===== src/rtl/xseq_pkg.sv =====
package xseq_pkg;

    localparam logic [1:0] OP_READ   = 2'd0;
    localparam logic [1:0] OP_WRITE  = 2'd1;
    localparam logic [1:0] OP_TERM   = 2'd2;
    localparam logic [1:0] OP_BREAK  = 2'd3;
    localparam logic [1:0] KIND_POLL = 2'd3;

    localparam logic [1:0] TAG_ACK   = 2'd0;
    localparam logic [1:0] TAG_BUSY  = 2'd1;
    localparam logic [1:0] TAG_GERR  = 2'd2;

    localparam logic [1:0] FLT_NONE  = 2'd0;
    localparam logic [1:0] FLT_TMO   = 2'd1;

    localparam logic [2:0] ST_OK     = 3'd0;
    localparam logic [2:0] ST_STUCK  = 3'd1;
    localparam logic [2:0] ST_GERR   = 3'd2;
    localparam logic [2:0] ST_CERR   = 3'd3;
    localparam logic [2:0] ST_TMO    = 3'd4;
    localparam logic [2:0] ST_CRC    = 3'd5;

    typedef enum logic [3:0] {
        PH_INIT, PH_IDLE, PH_SEND, PH_ECHO, PH_RECV, PH_GAP, PH_PRIME,
        PH_BPRE, PH_BLOW, PH_BECHO, PH_BPOST, PH_FIN
    } phase_e;

    typedef struct packed {
        phase_e     ph;
        logic [1:0] op;
        logic [1:0] kind;
        logic       escal;
        logic       go;
        logic       rxgo;
        logic [2:0] stat;
    } seq_s;

    function automatic int imax(input int a, input int b);
        return (a > b) ? a : b;
    endfunction

endpackage


===== src/rtl/xseq_span_ctr.sv =====
module xseq_span_ctr #(
    parameter int            CW      = 8,
    parameter logic [CW-1:0] RST_VAL = '0
) (
    input  logic          clk,
    input  logic          rst_n,
    input  logic          load,
    input  logic [CW-1:0] load_val,
    output logic          fin
);
    logic [CW-1:0] cnt_d, cnt_q;

    always_comb begin
        if (load)              cnt_d = load_val;
        else if (cnt_q != '0)  cnt_d = cnt_q - 1'b1;
        else                   cnt_d = cnt_q;
    end

    always_ff @(posedge clk or negedge rst_n) begin
        if (!rst_n) cnt_q <= RST_VAL;
        else        cnt_q <= cnt_d;
    end

    assign fin = (cnt_q == CW'(1));
endmodule


===== src/rtl/xseq_retry_ctr.sv =====
module xseq_retry_ctr #(
    parameter int MAX_BUSY = 100
) (
    input  logic clk,
    input  logic rst_n,
    input  logic clr,
    input  logic inc,
    output logic exhausted
);
    localparam int RW = $clog2(MAX_BUSY + 1);
    logic [RW-1:0] cnt_d, cnt_q;

    always_comb begin
        if (clr)      cnt_d = '0;
        else if (inc) cnt_d = cnt_q + 1'b1;
        else          cnt_d = cnt_q;
    end

    always_ff @(posedge clk or negedge rst_n) begin
        if (!rst_n) cnt_q <= '0;
        else        cnt_q <= cnt_d;
    end

    assign exhausted = (cnt_q == RW'(MAX_BUSY));
endmodule


===== src/rtl/xact_sequencer.sv =====
module xact_sequencer
    import xseq_pkg::*;
#(
    parameter int INIT_CLKS      = 5000,
    parameter int PRIME_CLKS     = 100,
    parameter int POLL_IDLE_CLKS = 100,
    parameter int MAX_BUSY       = 100,
    parameter int ECHO_CLKS      = 16,
    parameter int BRK_PRE_CLKS   = 50,
    parameter int BRK_LOW_CLKS   = 256,
    parameter int BRK_POST_CLKS  = 16000
) (
    input  logic       clk,
    input  logic       rst_n,
    input  logic       req_valid,
    input  logic [1:0] req_op,
    output logic       req_ready,
    output logic       done,
    output logic [2:0] status,
    output logic       line_tick,
    output logic       line_data,
    output logic       enc_go,
    output logic [1:0] enc_kind,
    input  logic       enc_done,
    output logic       rx_go,
    output logic       rx_rd,
    input  logic       rx_done,
    input  logic [1:0] rx_tag,
    input  logic [1:0] rx_fault
);
    localparam int MAXC = imax(imax(imax(INIT_CLKS, PRIME_CLKS), imax(POLL_IDLE_CLKS, ECHO_CLKS)),
                               imax(imax(BRK_PRE_CLKS, BRK_LOW_CLKS), BRK_POST_CLKS));
    localparam int CW = $clog2(MAXC + 1);

    if (POLL_IDLE_CLKS < 21) begin : g_poll_gap_too_short
        $error("POLL_IDLE_CLKS must be at least 21");
    end

    seq_s          s_d, s_q;
    logic          ld;
    logic [CW-1:0] ldv;
    logic          fin;
    logic          bclr, binc, exhausted;

    xseq_span_ctr #(.CW(CW), .RST_VAL(CW'(INIT_CLKS))) u_span (
        .clk(clk), .rst_n(rst_n), .load(ld), .load_val(ldv), .fin(fin)
    );

    xseq_retry_ctr #(.MAX_BUSY(MAX_BUSY)) u_retry (
        .clk(clk), .rst_n(rst_n), .clr(bclr), .inc(binc), .exhausted(exhausted)
    );

    always_comb begin
        s_d      = s_q;
        s_d.go   = 1'b0;
        s_d.rxgo = 1'b0;
        ld       = 1'b0;
        ldv      = '0;
        bclr     = 1'b0;
        binc     = 1'b0;
        unique case (s_q.ph)
            PH_INIT: if (fin) s_d.ph = PH_IDLE;
            PH_IDLE: if (req_valid) begin
                s_d.op    = req_op;
                s_d.escal = 1'b0;
                bclr      = 1'b1;
                if (req_op == OP_BREAK) begin
                    s_d.ph = PH_BPRE;
                    ld     = 1'b1;
                    ldv    = CW'(BRK_PRE_CLKS);
                end else begin
                    s_d.ph   = PH_SEND;
                    s_d.go   = 1'b1;
                    s_d.kind = req_op;
                end
            end
            PH_SEND: if (enc_done) begin
                s_d.ph = PH_ECHO;
                ld     = 1'b1;
                ldv    = CW'(ECHO_CLKS);
            end
            PH_ECHO: if (fin) begin
                s_d.ph   = PH_RECV;
                s_d.rxgo = 1'b1;
            end
            PH_RECV: if (rx_done) begin
                s_d.ph = PH_PRIME;
                ld     = 1'b1;
                ldv    = CW'(PRIME_CLKS);
                if (s_q.escal)                s_d.stat = ST_STUCK;
                else if (rx_fault == FLT_TMO) s_d.stat = ST_TMO;
                else if (rx_fault != FLT_NONE) s_d.stat = ST_CRC;
                else if (rx_tag == TAG_ACK)   s_d.stat = ST_OK;
                else if (rx_tag == TAG_GERR)  s_d.stat = ST_GERR;
                else if (rx_tag == TAG_BUSY) begin
                    s_d.ph = PH_GAP;
                    ldv    = CW'(POLL_IDLE_CLKS);
                end else                      s_d.stat = ST_CERR;
            end
            PH_GAP: if (fin) begin
                s_d.ph = PH_SEND;
                s_d.go = 1'b1;
                if (exhausted) begin
                    s_d.escal = 1'b1;
                    s_d.kind  = OP_TERM;
                end else begin
                    s_d.kind = KIND_POLL;
                    binc     = 1'b1;
                end
            end
            PH_PRIME: if (fin) s_d.ph = PH_FIN;
            PH_BPRE: if (fin) begin
                s_d.ph = PH_BLOW;
                ld     = 1'b1;
                ldv    = CW'(BRK_LOW_CLKS);
            end
            PH_BLOW: if (fin) begin
                s_d.ph = PH_BECHO;
                ld     = 1'b1;
                ldv    = CW'(ECHO_CLKS);
            end
            PH_BECHO: if (fin) begin
                s_d.ph = PH_BPOST;
                ld     = 1'b1;
                ldv    = CW'(BRK_POST_CLKS);
            end
            PH_BPOST: if (fin) begin
                s_d.ph   = PH_FIN;
                s_d.stat = ST_OK;
            end
            PH_FIN:  s_d.ph = PH_IDLE;
            default: s_d.ph = PH_IDLE;
        endcase
    end

    always_ff @(posedge clk or negedge rst_n) begin
        if (!rst_n) begin
            s_q       <= '0;
            s_q.ph    <= PH_INIT;
        end else begin
            s_q <= s_d;
        end
    end

    assign req_ready = (s_q.ph == PH_IDLE);
    assign done      = (s_q.ph == PH_FIN);
    assign status    = s_q.stat;
    assign line_tick = (s_q.ph == PH_INIT) || (s_q.ph == PH_ECHO) || (s_q.ph == PH_GAP) ||
                       (s_q.ph == PH_PRIME) || (s_q.ph == PH_BPRE) || (s_q.ph == PH_BLOW) ||
                       (s_q.ph == PH_BECHO) || (s_q.ph == PH_BPOST);
    assign line_data = (s_q.ph != PH_BLOW);
    assign enc_go    = s_q.go;
    assign enc_kind  = s_q.kind;
    assign rx_go     = s_q.rxgo;
    assign rx_rd     = (s_q.op == OP_READ) && !s_q.escal;
endmodule


===== config.mk =====
export PLATFORM = sky130hd
export DESIGN_NAME = xact_sequencer
export DESIGN_NICKNAME = d
export VERILOG_FILES = /design/src/rtl/xseq_pkg.sv /design/src/rtl/xseq_span_ctr.sv /design/src/rtl/xseq_retry_ctr.sv /design/src/rtl/xact_sequencer.sv
export SDC_FILE = /design/constraint.sdc
export NUM_CORES = 1
export LEC_CHECK = 0
export ABC_CLOCK_PERIOD_IN_PS = 1800
export CAP_MARGIN = 5
export CORE_ASPECT_RATIO = 0.9
export CORE_MARGIN = 2
export CORE_UTILIZATION = 49
export CTS_CLUSTER_DIAMETER = 40
export CTS_CLUSTER_SIZE = 40
export DETAILED_ROUTE_END_ITERATION = 16
export GPL_TIMING_DRIVEN = 0
export PLACE_DENSITY = 0.75
export SLEW_MARGIN = 20
export SYNTH_ARGS = -nofsm -noshare
export SYNTH_HDL_FRONTEND = slang
export SYNTH_SLANG_ARGS = --single-unit
export TNS_END_PERCENT = 1

===== constraint.sdc =====
create_clock -name clk -period 1.8 [get_ports clk]
set_input_delay 0.36 -clock clk [delete_from_list [all_inputs] [get_ports clk]]
set_output_delay 0.36 -clock clk [all_outputs]
set_load 0.03 [all_outputs]

* Word level (Yosys, flattened, before mapping)
Index checks and enable logic that the tools add are counted.
** Word-level totals
- Register bits :: 35
- Input bits :: 11
- Output and inout port bits :: 12
- Logic and storage cells :: 125
** Cells by class
- Muxes and demuxes :: 57
- Equality and inequality tests :: 32
- $add $sub $neg :: 2
- Reduce and logical (&&, ||, !) cells :: 25
** Operators with widths (number)
- case mux 14 bit (6 select lines) :: 1
- two-way mux 14 bit :: 3
- two-way mux 4 bit :: 10
- case mux 4 bit (10 select lines) :: 1
- two-way mux 3 bit :: 9
- inequality test 2 bit (second input constant) :: 12
- two-way mux 7 bit :: 3
- == test 4 x 3 -> 1 bit (second input constant) :: 4
- == test 4 bit (second input constant) :: 4
- == test 14 x 1 -> 1 bit (second input constant) :: 1
- two-way mux 1 bit :: 14
- two-way mux 2 bit :: 7
- nonzero test 14 bit :: 1
- subtractor 14 x 1 -> 14 bit (second input constant) :: 1
- two-way mux 6 bit :: 2
- AND reduction 4 bit :: 3
- two-way mux 10 bit :: 1
- two-way mux 5 bit :: 2
- AND reduction 10 bit :: 1
- nonzero test 2 bit :: 5
- two-way mux 9 bit :: 1
- == test 4 x 2 -> 1 bit (second input constant) :: 2
- case mux 4 bit (2 select lines) :: 1
- adder 7 x 1 -> 7 bit (second input constant) :: 1
- 17 further kinds :: 26

* Longest topological paths before layout
Gate-level depths: netlist of the first run.
- Depth in word-level cells :: 9
- Depth in mapped cells :: 8
- Mapped depth without buffers :: 7

* By module
From an unflattened synthesis of the first run, not the netlist that was laid out.
** Second synthesis, totals
- Cell total of the unflattened synthesis :: 262
- Area total of the unflattened synthesis :: 2314.7 um^2
** By module, submodules not included
- xact_sequencer :: sequential area each 350.3 um^2, times used 1, cells an instance 129, area each 1051.0 um^2
- xseq_span_ctr :: sequential area each 356.6 um^2, times used 1, cells an instance 98, area each 922.1 um^2
- xseq_retry_ctr :: sequential area each 175.2 um^2, times used 1, cells an instance 35, area each 341.6 um^2

* Worst setup path before layout of the first run
Ideal clock, no wire load.
- Kind :: reg2reg
- Start :: register s_q[11] in the netlist's numbering
- End :: register u_span.cnt_q[11]
- Required time :: 1.673 ns
- Setup slack :: -0.350 ns
- Setup time :: 0.127 ns
- Arrival time :: 2.023 ns
- Clock period less this slack :: 2.150 ns
- Stages on the path, launching flop included :: 7
- Path buffers :: 1
- Path through :: dfrtp_1 buf_2 nor4b_2 a22oi_1 o211a_1 a21oi_1 nor2_1
** Between the ends
- Elaborated cells between the ends (all ways) :: 11
- Classes of those cells :: eq/ne (6); mux (3); reduce/logical (2)
** RTL lines
- from (decl) :: line xact_sequencer.sv:39 : seq_s s_d, s_q;
- == test 4 x 1 -> 1 bit (*)
- named net req_ready :: line xact_sequencer.sv:17 : output logic req_ready,
- case mux 14 bit (6 select lines) / case mux 1 bit (4 select lines) (equally long branches) :: line xact_sequencer.sv:61 : unique case (s_q.ph)
- two-way mux 14 bit / nonzero test 2 bit (equally long branches)
- to (signal assigned) :: line xseq_span_ctr.sv:21 : else cnt_q <= cnt_d;
- to (decl) :: line xseq_span_ctr.sv:11 : logic [CW-1:0] cnt_d, cnt_q;
The timed path passes the listed nets; every way through them passes the cells marked *.
A chain may end at the register's enable or synchronous reset.

* Worst setup path after layout of the first run
- Start :: register s_q[13] in the netlist's numbering
- End :: output line_tick
** Between the ends
- Word-level cells in the longest chain between the ends :: 8
- Elaborated cells between the ends (all ways) :: 15
- Classes of those cells :: eq/ne (7); reduce/logical (8)
** RTL lines
- == test 4 x 2 -> 1 bit / zero test 4 bit (equally long branches) :: line xact_sequencer.sv:148 : assign line_tick = (s_q.ph == PH_INIT) || (s_q.ph == PH_ECHO) || (s_q.ph == PH_GAP) ||
- logical OR 1 bit (3 in a row) :: line xact_sequencer.sv:148
- logical OR 1 bit (3 in a row) :: line xact_sequencer.sv:149 : (s_q.ph == PH_PRIME) || (s_q.ph == PH_BPRE) || (s_q.ph == PH_BLOW) ||
- logical OR 1 bit (*) :: line xact_sequencer.sv:150 : (s_q.ph == PH_BECHO) || (s_q.ph == PH_BPOST);
- to (decl) :: line xact_sequencer.sv:20 : output logic line_tick,
Every way passes the cells marked *; elsewhere a longest branch is shown, timed or not.

==> flow_summary.toml, run 1 <==
[logic_synthesis]
synth_most_common_cell = "dfrtp_1"
synth.avg_cell_area_sq_um = 9.499
synth-edff-count = 0
synth.distinct_cells = 64
synth.top_cells.by_area = "dfrtp_1, dfstp_2, nor2_1"
synth_area_sq_mm = 0.002327
synth-async-reset-ratio = 1.000
synth_top_area_frac = 0.3226
ys_warn_count = 0
synth-main-ff-cell = "dfrtp_1"
ys_top_cells_by_count = "dfrtp_1, nor2_1, nand2_1, a21oi_1, inv_1"
synth.largest_area_cell = "dfrtp_1"
ys_ff_latch = 35
syn_nets = 261
synth_cells = 245
synth_seq_area_share = 0.3790

[grt]
grt_pass1_vias = 1904
grt_pass1_wl_mm = 9.280
gr-usage-all-layers = 0.2196
grt_overflow_total = 0
antenna_found_initial = 0
grt_start_max_net_pins = 19

[floorplanning]
die_w_um = 76.65
start_util = 0.5151
core.rowCount = 23
core-area_sq_mm = 0.004518
dieArea_sq_mm = 0.005318
pin_count = 23
die_height_um = 69.38

[placement]
post-place-ws_ns = -0.5497
gp_congestion = 0.8591
portBuffers = 22
place_area_sq_mm = 0.002661
dp_hpwl_mm = 3.815

[sta]
fin_crit_ns = 1.965
hold_viol = 0
rsz0062_at_grt = "true"
worst_pin_slew_ns = 0.4788
timing.slew.headroom = 0.6808
fmax_ghz = 0.5090
final.setup.worst_slack_ns = -0.1647
fin_skew_ns = 0.008844
final-max-slew-violation-count = 0
fin_crit_sh = 1.092
hold_slack_ns = 0.01642
setup_violations = 14

[cts]
clk_pin_slew_worst_paths_ns = 0.08
clockBufferDepth = 2
insertion_delay_ns = 0.30
tritoncts = "yes"
numClockSinks = 35
cts_root_buf = "clkbuf_8"
cts_buffers = 5
htreeDepth = 2

[critical_path]
startpoint_type = "flip-flop"
critPathKind = "reg2out"
cp_max_fo = 10
worstPathArrival_ns = 1.60
crit_required_ns = 1.44
rrSetupSlack_ns = -0.06
r2r_end = "u_span.cnt_q[5]"
r2r-start = "u_span.cnt_q[1]"
worst-r2r-cell-count = 8
cp-end-kind = "primary output"

[route]
route.detailed.drc = 0
avgViaCountPerCell = 5.741
first_pass_iters = 4
wl_mm = 5.624
route.detailed.wl_per_inst_um = 16.21
vias = 1992
drtAntennaViolNets = 0
drt_iter0_drc = 141

[pwr]
clkPwrFrac = 0.399
p_seq_frac = 0.559
power_frac_comb = 0.042
power_density_mw_per_mm2 = 468.6
ir_worst_vdd_mv = 0.3846
p_switching_w = 0.0003204
p_leak_nw = 1.292
p_sw_frac = 0.2278
p_int_w = 0.001086

[layout]
syn2layout_area_growth_pct = 28.98
num_antenna_cells = 0
final_layout_size_suffix_gt1_frac = 0.3053
design_area_sq_mm = 0.003002
finalNetCount = 300

[outcome]
status = "finished, violations left"
violations = "negative setup slack"

[hold_path]
hold_path.class = "in2async"

[run]
maxCapViolations = 0
[registers in the layout, summed over array words and instances, names as in the netlist]
name	cells
u_span.cnt_q	14
u_retry.cnt_q	7
enc_kind	2
s_q	7
rx_go	1
status	3
enc_go	1
[stage by stage]
stage          utilization  power [W]  cells  setup TNS [ns]
3_5_place_dp        0.5890  0.0008604    330          -6.785
6_report            0.6644   0.001407    347         -0.6166
5_1_grt             0.6644   0.001462    347          -2.933
4_1_cts             0.6281   0.001421    340          -1.572
3_3_place_gp        0.5840  0.0008535    329          -20.05
2_1_floorplan            -  0.0008084    245        -0.01789
[routing by layer]
| metal | GRT usage | vias up | wire (um) | part of all wire |
|---|---|---|---|---|
| li1 | - | 953 | - | - |
| met1 | 0.3142 | 980 | 2694 | 0.48 |
| met2 | 0.3265 | 44 | 2555 | 0.45 |
| met3 | 0.04557 | 15 | 230 | 0.041 |
| met4 | 0.08485 | 0 | 144 | 0.026 |
| met5 | 0 | - | 0 | 0 |
[cells by family after synthesis]
| logic type | share of synthesized area |
|---|---|
| and+or+nand+nor | 0.3113 |
| xor gates and xnor gates | 0.06022 |
| buffers and inverters | 0.06666 |
| muxes | 0.02473 |
| adders and majority gates | 0.02688 |
| AOI/OAI and AO/OA | 0.1312 |
| DFF | 0.3790 |
[final cells by class]
cell class	instances	area (sq um)
buffer	17	157.7
clock buffer	7	76.32
clock inverter	1	5.005
fill	349	1516
inverter	12	45.04
multi-input combinational	181	1463
sequential	35	885.9
tap	62	77.57
timing repair buffer	32	291.5
[worst max-delay path by stage]
stage	depth (start not counted)	slack, ns	start	endpoint
3_5_place_dp	6	-0.55	s_q[13]	line_tick
6_report	6	-0.16	s_q[13]	line_tick
2_1_floorplan	6	-0.02	s_q[12]	enc_kind[0]
4_1_cts	7	-0.15	u_span.cnt_q[1]	u_span.cnt_q[10]
3_3_place_gp	5	-0.58	s_q[12]	line_tick
5_1_grt	6	-0.22	s_q[13]	line_tick
[critical path, stage by stage (launching register included)]
cell	delay, ns
dfrtp_1	0.37
buf_6	0.18
buf_4	0.20
nand2_1	0.11
a31oi_2	0.22
inv_1	0.09
buf_6	0.14
[power by group through the flow]
stage          Sequential [W]  Clock, W  Combinational, W
2_1_floorplan        0.000802         0        0.00000693
3_3_place_gp         0.000801         0         0.0000521
3_5_place_dp         0.000801         0         0.0000591
4_1_cts              0.000787  0.000575         0.0000592
5_1_grt              0.000786  0.000611         0.0000647
6_report             0.000787  0.000561         0.0000585
[cells in the final DEF, fill, tap and decap left out, types with 3 or more instances in the layout]
cell,instances
nor4_4,4
ha_1,5
clkbuf_8,6
buf_4,20
o21ai_0,5
nor3_1,4
xnor2_1,8
nand4_1,4
nand3_1,7
nand2b_1,5
nor4b_4,3
nand3_2,3
xor2_1,8
and3_1,4
a21oi_1,12
and2_1,3
inv_1,11
o21ai_1,5
dfrtp_1,27
buf_6,9
clkdlybuf4s50_1,12
dfrtp_2,3
dfstp_2,5
nand2_1,18
or3_1,3
nor2_1,22
buf_2,4
[what timing repair did]
action,CTS,global route
endpoints found under the setup margin,33,39
setup buffers,2,7
hold buffers,0,0
resized for setup,47,31
pin swaps,7,11
endpoints found under the hold margin,0,0
cloned,0,1
(Power assumes the default switching activity.)
==> run 2, diff against run 1 <==
- CORE_MARGIN: 2 -> 8
- DONT_BUFFER_PORTS: default -> 1
- PLACE_DENSITY: 0.75 -> 0.68
==> run 2 against run 1 <==
Effect of this change: the run still ends with negative setup slack left; combinational power down 45%; sequential share of layout area up 1.6 points; flip-flop and latch count unchanged; critical endpoint is now enc_kind[0]; critical path depth stayed put; worst hold slack gained 0.19 ns; wire length rose by 0.32%; clock skew shrank 0.0040 ns; clock power rose by 7.5%.
==> flow_summary.toml, run 2 (synthesized netlist as in run 1, its figures left out) <==
[pwr]
p_leak_nw = 1.182
power_density_mw_per_mm2 = 501.1
ir_worst_vdd_mv = 0.4299

[critical_path]
crit_start = "s_q[12]"
rrSetupSlack_ns = -0.18
startpoint_type = "flip-flop"
worstPathArrival_ns = 2.19
crit_end = "enc_kind[0]"
cp-end-kind = "flip-flop"
worst-r2r-cell-count = 6
r2r_end = "enc_kind[0]"
cp_max_fo = 9
crit_required_ns = 2.01
critPathKind = "reg2reg"
r2r-start = "s_q[12]"

[layout]
final_cell_mix = "dfrtp_1, nor2_1, buf_4, nand2_1, inv_1"
num_antenna_cells = 0
layoutNonFillerInstCount = 327
mostFrequentLayoutCell = "dfrtp_1"
syn2layout_area_growth_pct = 21.88
final_layout_size_suffix_gt1_frac = 0.3358
design_area_sq_mm = 0.002836
largest_reg_flops = 14
regMostFlops = "u_span.cnt_q"
finalNetCount = 280
reg_top3 = "u_span.cnt_q: 14 flops, s_q: 7 flops, u_retry.cnt_q: 7 flops"

[hold_path]
hold_path.class = "in2reg"
whs_path_depth = 2

[sta]
hold_slack_ns = 0.2045
hold_viol = 0
rsz0062_at_grt = "true"
setup_violations = 31
final.setup.worst_slack_ns = -0.1825
final-max-slew-violation-count = 0
fin_skew_ns = 0.004869
fmax_ghz = 0.5044
fin_crit_ns = 1.982
worst_pin_slew_ns = 0.7083
setup_tns_ns = -2.770
fin_crit_sh = 1.101
timing.slew.headroom = 0.5258

[grt]
gr-usage-all-layers = 0.1669
grt_pass1_vias = 1896
grt_pass1_wl_mm = 9.328
grt_overflow_total = 0
antenna_found_initial = 0
grt_start_max_net_pins = 36

[floorplanning]
dieArea_sq_mm = 0.007214
core-area_sq_mm = 0.004518
die_height_um = 81.38
core.rowCount = 23
start_util = 0.5151
die_w_um = 88.65
pin_count = 23

[route]
first_pass_iters = 5
route.detailed.wl_per_inst_um = 17.25
drtAntennaViolNets = 0
drt_iter0_drc = 112
vias = 1928
wl_mm = 5.642
route.detailed.drc = 0
avgViaCountPerCell = 5.896

[placement]
portBuffers = 0
place_area_sq_mm = 0.002419
gp_congestion = 0.8255
dp_cells = 307
dp_hpwl_mm = 3.749
post-place-ws_ns = -0.2407

[cts]
clockBufferDepth = 2
clk_pin_slew_worst_paths_ns = 0.07
numClockSinks = 35
cts_buffers = 5
insertion_delay_ns = 0.29
tritoncts = "yes"
cts_root_buf = "clkbuf_8"
htreeDepth = 2

[outcome]
status = "finished, violations left"
violations = "negative setup slack"

[run]
maxCapViolations = 0
## run 2: changes by cell type in the layout (fill, tap and decap cells not counted), sizes merged
cell           change
clkdlybuf4s50     -12
dlygate4sd2        -1
dlygate4sd3        +1
buf                -8
## run 2: critical path, stage by stage (launching register included)
cell,delay (ns)
dfrtp_1,0.40
buf_6,0.15
nor4b_4,0.66
and2_4,0.30
nand3_2,0.11
nand2_2,0.10
a2bb2oi_1,0.17
## run 2: per-layer routing
layer	share of wire	GRT usage
met5	0	0
met4	0.020	0.07420
met3	0.046	0.04234
met2	0.47	0.2509
met1	0.46	0.2203
## run 2: final cells by class
cell class              instances  area, sq um
plain buffers                  17        150.1
clock buffers                   7        86.33
clock inverters                 1        5.005
fillers                       367         1682
inverters                      12        47.55
multi-input cells             181         1481
flip-flops and latches         35        883.3
well taps                      62        77.57
repair buffers                 12        105.1
## run 2: how the worst min path moves through the flow
stage | startpoint | end | slack (ns)
finish | req_op[1] | enc_kind[1] | 0.20
global route | req_op[0] | s_q[8] | 0.20
CTS | req_op[1] | enc_kind[1] | 0.20
detailed placement | rst_n | u_span.cnt_q[11] | 0.07
global placement | rst_n | u_span.cnt_q[11] | 0.07
floorplan | rst_n | enc_go | 0.06
## run 2: report_power, final
part	leakage, nW	internal, W	switching, W
Sequential	0.377	0.000786	0
Combinational	0.758	0.0000103	0.0000217
Clock	0.0482	0.000309	0.000294
Total	1.18	0.00111	0.000316
## run 2: through the flow
stage            util  total power [W]
5_1_grt        0.6278         0.001472
3_3_place_gp   0.5353        0.0008100
6_report       0.6278         0.001421
3_5_place_dp   0.5353        0.0008102
2_1_floorplan       -        0.0008084
4_1_cts        0.6065         0.001437
## run 2: timing repair
action | CTS | global route
endpoints found under the hold margin | 35 | 0
setup endpoints to repair | 38 | 37
setup buffers | 4 | 6
pin swaps | 17 | 6
hold buffers | 2 | 0
gates resized for setup | 40 | 11
